### src/rtl/brs_pkg.sv
// Shared helpers for the Bloom array rebuild scheduler.
// Assumes: callers pass positive sizes.
package brs_pkg;
    // Width needed to index n items, never less than one bit.
    function automatic int idx_w(input int n);
        return (n > 1) ? $clog2(n) : 1;
    endfunction
endpackage

### src/rtl/brs_period_timer.sv
// Period timer: pulses tick on every PERIOD-th step.
// Assumes: PERIOD >= 1; step is already qualified by enable.
module brs_period_timer #(
    parameter int PERIOD = 1
) (
    input  logic clk,
    input  logic rst_n,
    input  logic step,
    output logic tick
);
    import brs_pkg::*;
    localparam int CW = idx_w(PERIOD);
    localparam logic [CW-1:0] LAST = CW'(PERIOD - 1);

    logic [CW-1:0] cnt_q;

    // Issue opportunity when the step completes a period.
    assign tick = step && (cnt_q == LAST);

    // Count qualified steps, wrapping after the last one of a period.
    always_ff @(posedge clk) begin
        if (!rst_n) begin
            cnt_q <= '0;
        end else if (step) begin
            cnt_q <= (cnt_q == LAST) ? '0 : cnt_q + CW'(1);
        end
    end
endmodule

### src/rtl/brs_fifo.sv
// Ordered queue of set indices awaiting rebuild.
// Assumes: pop only when not empty; push only when not full or popping.
module brs_fifo #(
    parameter int DEPTH = 4,
    parameter int DW    = 4
) (
    input  logic                          clk,
    input  logic                          rst_n,
    input  logic                          push,
    input  logic [DW-1:0]                 push_data,
    input  logic                          pop,
    output logic [DW-1:0]                 head,
    output logic                          full,
    output logic                          empty,
    output logic [brs_pkg::idx_w(DEPTH+1)-1:0] count
);
    import brs_pkg::*;
    localparam int PW = idx_w(DEPTH);
    localparam int CW = idx_w(DEPTH + 1);
    localparam logic [PW-1:0] PLAST = PW'(DEPTH - 1);

    logic [DW-1:0] mem [DEPTH];
    logic [PW-1:0] wr_q, rd_q;
    logic [CW-1:0] cnt_q;

    // Status and head view.
    assign head  = mem[rd_q];
    assign full  = (cnt_q == CW'(DEPTH));
    assign empty = (cnt_q == '0);
    assign count = cnt_q;

    // Storage write on push.
    always_ff @(posedge clk) begin
        if (push) begin
            mem[wr_q] <= push_data;
        end
    end

    // Pointer and occupancy update.
    always_ff @(posedge clk) begin
        if (!rst_n) begin
            wr_q  <= '0;
            rd_q  <= '0;
            cnt_q <= '0;
        end else begin
            if (push) wr_q <= (wr_q == PLAST) ? '0 : wr_q + PW'(1);
            if (pop)  rd_q <= (rd_q == PLAST) ? '0 : rd_q + PW'(1);
            case ({push, pop})
                2'b10:   cnt_q <= cnt_q + CW'(1);
                2'b01:   cnt_q <= cnt_q - CW'(1);
                default: cnt_q <= cnt_q;
            endcase
        end
    end
endmodule

### src/rtl/brs_set_tracker.sv
// Per-set staleness state: saturating failure count, queued bit, pending bit.
// Assumes: hit inputs are already qualified by enable and set decode;
// grant is high only in a cycle where this set asked (trig or retry).
module brs_set_tracker #(
    parameter int FAIL_LIMIT = 4
) (
    input  logic clk,
    input  logic rst_n,
    input  logic fail_hit,
    input  logic acc_hit,
    input  logic issue_hit,
    input  logic grant,
    output logic trig,
    output logic retry,
    output logic in_q,
    output logic pend
);
    import brs_pkg::*;
    localparam int CW = idx_w(FAIL_LIMIT + 1);
    localparam logic [CW-1:0] LIM  = CW'(FAIL_LIMIT);
    localparam logic [CW-1:0] PREV = CW'(FAIL_LIMIT - 1);

    logic [CW-1:0] cnt_q;
    logic          inq_q, pend_q;

    assign in_q = inq_q;
    assign pend = pend_q;

    // Threshold crossing and retry requests toward the arbiter.
    assign trig  = fail_hit && !issue_hit && !inq_q && !pend_q && (cnt_q == PREV);
    assign retry = acc_hit && pend_q && !issue_hit;

    // State update; an issue of this set clears everything first.
    always_ff @(posedge clk) begin
        if (!rst_n) begin
            cnt_q  <= '0;
            inq_q  <= 1'b0;
            pend_q <= 1'b0;
        end else if (issue_hit) begin
            cnt_q  <= '0;
            inq_q  <= 1'b0;
            pend_q <= 1'b0;
        end else begin
            if (fail_hit && cnt_q != LIM) cnt_q <= cnt_q + CW'(1);
            if (grant) begin
                inq_q  <= 1'b1;
                pend_q <= 1'b0;
            end else if (trig) begin
                pend_q <= 1'b1;
            end
        end
    end
endmodule

### src/rtl/bloom_rebuild_sched.sv
// Top of the rebuild scheduler: per-set trackers, enqueue arbiter,
// ordered queue, period timer and the held request toward the rebuild engine.
// Assumes: fail_set/acc_set beyond NUM_SETS-1 match no tracker.
module bloom_rebuild_sched #(
    parameter int NUM_SETS    = 16,
    parameter int FAIL_LIMIT  = 4,
    parameter int PERIOD      = 1,
    parameter int QUEUE_DEPTH = 4,
    parameter int SET_W       = brs_pkg::idx_w(NUM_SETS)
) (
    input  logic             clk,
    input  logic             rst_n,
    input  logic             enable,
    input  logic             fail_valid,
    input  logic [SET_W-1:0] fail_set,
    input  logic             acc_valid,
    input  logic [SET_W-1:0] acc_set,
    input  logic             rb_done,
    output logic             rb_req,
    output logic [SET_W-1:0] rb_set
);
    import brs_pkg::*;
    localparam int QCW = idx_w(QUEUE_DEPTH + 1);

    logic                fail_en, acc_en, tick, issue;
    logic                q_full, q_empty, enq;
    logic [SET_W-1:0]    q_head, cand_set;
    logic [QCW-1:0]      q_count;
    logic                cand_valid, fail_trig_any;
    logic [NUM_SETS-1:0] trig_v, retry_v, inq_v, pend_v;
    logic                req_q;
    logic [SET_W-1:0]    set_q;

    // Qualify events by enable.
    assign fail_en = enable && fail_valid;
    assign acc_en  = enable && acc_valid;

    brs_period_timer #(.PERIOD(PERIOD)) u_timer (
        .clk   (clk),
        .rst_n (rst_n),
        .step  (acc_en),
        .tick  (tick)
    );

    // Pop the head when a period completes, work waits and nothing is outstanding.
    assign issue = tick && !q_empty && !req_q;

    // One enqueue per cycle; a failure crossing beats a pending retry.
    assign fail_trig_any = |trig_v;
    assign cand_valid    = fail_trig_any || (|retry_v);
    assign cand_set      = fail_trig_any ? fail_set : acc_set;
    assign enq           = cand_valid && (!q_full || issue);

    brs_fifo #(.DEPTH(QUEUE_DEPTH), .DW(SET_W)) u_queue (
        .clk       (clk),
        .rst_n     (rst_n),
        .push      (enq),
        .push_data (cand_set),
        .pop       (issue),
        .head      (q_head),
        .full      (q_full),
        .empty     (q_empty),
        .count     (q_count)
    );

    // One tracker per set, addressed by decoded indices.
    for (genvar i = 0; i < NUM_SETS; i++) begin : g_set
        logic fail_hit_i, acc_hit_i, issue_hit_i, grant_i;
        assign fail_hit_i  = fail_en && (fail_set == SET_W'(i));
        assign acc_hit_i   = acc_en && (acc_set == SET_W'(i));
        assign issue_hit_i = issue && (q_head == SET_W'(i));
        assign grant_i     = enq && (cand_set == SET_W'(i));

        brs_set_tracker #(.FAIL_LIMIT(FAIL_LIMIT)) u_trk (
            .clk       (clk),
            .rst_n     (rst_n),
            .fail_hit  (fail_hit_i),
            .acc_hit   (acc_hit_i),
            .issue_hit (issue_hit_i),
            .grant     (grant_i),
            .trig      (trig_v[i]),
            .retry     (retry_v[i]),
            .in_q      (inq_v[i]),
            .pend      (pend_v[i])
        );
    end

    // Held rebuild request; raised on issue, dropped on done.
    always_ff @(posedge clk) begin
        if (!rst_n) begin
            req_q <= 1'b0;
            set_q <= '0;
        end else if (issue) begin
            req_q <= 1'b1;
            set_q <= q_head;
        end else if (rb_done) begin
            req_q <= 1'b0;
        end
    end

    assign rb_req = req_q;
    assign rb_set = set_q;
endmodule

### config.mk
export PLATFORM = sky130hd
export DESIGN_NAME = bloom_rebuild_sched
export DESIGN_NICKNAME = d
export VERILOG_FILES = /design/src/rtl/brs_pkg.sv /design/src/rtl/brs_period_timer.sv /design/src/rtl/brs_fifo.sv /design/src/rtl/brs_set_tracker.sv /design/src/rtl/bloom_rebuild_sched.sv
export SDC_FILE = /design/constraint.sdc
export NUM_CORES = 1
export LEC_CHECK = 0
export BUFFER_PORTS_ARGS = -buffer_cell sky130_fd_sc_hd__buf_2
export CORE_ASPECT_RATIO = 1.5
export CORE_MARGIN = 1
export CORE_UTILIZATION = 30
export DETAILED_ROUTE_END_ITERATION = 16
export PLACE_DENSITY = 0.43
export REMOVE_ABC_BUFFERS = 1
export SETUP_SLACK_MARGIN = 0.15
export SYNTH_ARGS = -nofsm -noshare
export SYNTH_HDL_FRONTEND = slang
export SYNTH_SLANG_ARGS = --single-unit
### constraint.sdc
create_clock -name clk -period 7.5 [get_ports clk]
set_input_delay 1.5 -clock clk [delete_from_list [all_inputs] [get_ports clk]]
set_output_delay 1.5 -clock clk [all_outputs]
set_load 0.05 [all_outputs]
==> flow_metrics.tcl <==
set metrics [dict create \
    path_delay_family "simple AND/OR/NAND/NOR gates" \
    ir_drop_uv 115.6 \
    hold_ws_ns 0.4650 \
    seq_area_frac_synth_pct 39.28 \
    grt_overflow 0 \
    num_rows 63 \
    cts_resized 0 \
    diodes 0 \
    synthTopCellsByArea "dfxtp_1 31%, ha_1 11%, edfxtp_1 8.0%" \
    required_ns 7.78 \
    relSlewSlack_pct 33.73 \
    antenna_left 0 \
    rrSetupSlack_ns 2.94 \
    cellLeakagePower_nw 2.489 \
    slew_viol_final 0 \
    synthDistinctLibCells 66 \
    crit_chain "buf_2, nand3b_2, or2_1, or3_1, o311ai_1, nand4_2, nor2_4, nand2_1, nor2_1, fa_1, and3b_1, a31oi_1, mux2i_1" \
    r2r_cells 12 \
    hold_path_class "flop to flop" \
    area_growth_pct 10.61 \
    fmax_ghz 0.2071 \
    worstHoldEndpoint "rb_set[1]" \
    synth-async-reset-ratio_pct 0 \
    slowest_stage "or2_1" \
    cap_violations 0 \
    core_mm2 0.01971 \
    cts_setup_buffers 0 \
    hold_depth 2 \
    critPathKind "input port to flop" \
    setup_ws_ns 2.671 \
    io_buffers 18 \
    place_hpwl_um 12530 \
    worst_slew_pin_slew_ns 0.9865 \
    min_period_ns 4.829 \
    setup_violations 0 \
    grt_max_degree 32 \
    yosys_register_bits 110 \
    hold_buffers 0 \
    rsz0062_at_grt "false" \
    synth_edf_count 16 \
    num-nets-final 742 \
    yosys_most_used_dff "dfxtp_1" \
    htreeDepth 3 \
    wirelength_um 16200 \
    fin_crit_sh_pct 64.39 \
    setup_tns_ns 0 \
    antenna_found_initial 0 \
    start_util_pct 30.52 \
    chipWidth_um 117.6 \
    skew_ns 0.009230 \
    pin_count 19 \
    synth_top_cell_area_share_pct 31.29 \
    powerDensity_mw_per_mm2 170.6 \
    ctsRootBufferMaster "clkbuf_16" \
    clock-sinks 110 \
    remaining_drc_errors 0 \
    wl_per_cell_um 17.25 \
    gr-usage-all-layers_pct 16.33 \
    grt_pass1_vias 4811 \
    rr_endpoint "u_queue.count[2]" \
    dr.pass1.iters 5 \
    cp-end-kind "flop" \
    synth_cells 660 \
    die_area_mm2 0.02063 \
    status "complete, no violations" \
    clk_pin_slew_worst_paths_ns 0.08 \
    yosysTopAreaCell "dfxtp_1" \
    crit_arrival_ns 5.11 \
    hp-start "rb_set[1]" \
    grt_pass1_wl_um 25700 \
    clock_latency_ns 0.36 \
    path_buf_inv 1 \
    hold_viol_final 0 \
    drtIter0Drc 265 \
    seq_area_mm2 0.002362 \
    clk_path_buf_depth 2 \
    fill_cells 2075 \
    vias 4746 \
    drive_above_1_share_pct 9.867 \
    gp_congestion 0.8695 \
    yosysWarnings 0 \
    cts_tree "built" \
    multi_input_area_mm2 0.003352 \
    syn_area_per_cell_um2 9.113 \
    post-route-util_pct 33.76 \
    die_height_um 175.4 \
    setup.worst_path.start_class "input port" \
    cp_max_fo 13 \
    dp_slack_ns 2.359 \
    syn_area_mm2 0.006015 \
    cts-buffers-inserted 9 \
    viasPerCell 5.054 \
    synth.most_common_cell "dfxtp_1" \
    total_power_mw 1.135 \
    synth_common_cells "94 x dfxtp_1, 89 x nor2_1, 65 x nand2_1, 61 x inv_1, 53 x ha_1" \
    max_stage_delay_ns 0.48 \
]
[state kept, by name, summed over array words and instances, names as in the netlist, 2 cells and up, named ones only]
signal and count:
u_queue.mem 16, g_set.u_trk.pend 16, u_queue.rd_q 2, rb_set 4
u_queue.count 3, g_set.u_trk.in_q 16, g_set.u_trk.cnt_q 48, u_queue.wr_q 2
[stage by stage]
stage	area, um^2	std cells
after floorplan	5947	643
after global placement	6377	923
after detailed placement	6377	923
after CTS	6653	939
after global routing	6653	939
final	6653	939
[worst register-to-register path, cell delays in order, from the launching register on]
cell and delay [ns]:
dfxtp_1 0.46, mux4_1 0.93, nor2b_1 0.52, nand3_1 0.19, a32oi_1 0.33, nand4_1 0.19, a311oi_4 0.49, nand2_1 0.36
nor2_1 0.23, fa_1 0.22, and3b_1 0.18, a31oi_1 0.18, mux2i_1 0.21
[routing by layer]
| metal | vias up | GRT usage (%) | wire length (um) |
|---|---|---|---|
| li1 | 2348 | - | - |
| met1 | 2278 | 17.83 | 6503 |
| met2 | 95 | 30.27 | 8621 |
| met3 | 25 | 2.987 | 588 |
| met4 | 0 | 7.532 | 487 |
| met5 | - | 0 | 0 |
[cells by family after synthesis]
| family | Yosys count | share of synthesized area [%] |
|---|---|---|
| AO/OA/AOI/OAI | 101 | 13.04 |
| multiplexers | 35 | 6.948 |
| XOR/XNOR | 16 | 2.330 |
| adder cells (fa/ha/maj) | 54 | 11.36 |
| AND/OR/NAND/NOR | 265 | 22.05 |
| buffers and inverters | 79 | 4.993 |
| flip-flops | 110 | 39.28 |
[cell type report]
cell class / instances / share of cell area (%)
flip-flops and latches: 110 / 35.51
inverters: 62 / 3.498
clock inverters: 6 / 0.6959
repair buffers: 20 / 1.580
well taps: 260 / 4.890
multi-input cells: 471 / 50.39
clock buffers: 10 / 3.442
[cells in the final DEF (no fill, tap or decap), drive strengths merged, types with 17 or more instances in the layout]
master   n
inv     64
nand2   65
buf     20
nand3   25
nor2b   17
nand4   18
a21oi   28
nor2    90
ha      53
dfxtp   94
mux2i   23
[where the power goes]
group / total [mW] / leakage (nW) / internal, mW / switching [mW]
logic: 0.0672 / 1.45 / 0.0185 / 0.0487
clock network: 0.465 / 0.133 / 0.229 / 0.236
registers: 0.603 / 0.901 / 0.600 / 0.00272
total: 1.13 / 2.49 / 0.848 / 0.287
[how the worst max path moves through the flow]
stage                           from               end  slack [ns]  depth (start not counted)
after floorplan           fail_valid  u_queue.count[2]        3.07                         12
after global placement        enable  u_queue.count[2]        2.51                         13
after detailed placement      enable  u_queue.count[2]        2.36                         13
after CTS                     enable  u_queue.count[2]        2.74                         13
after global routing          enable  u_queue.count[2]        2.44                         13
final                         enable  u_queue.count[2]        2.67                         13
No activity file was read; power rests on OpenSTA's default activity.
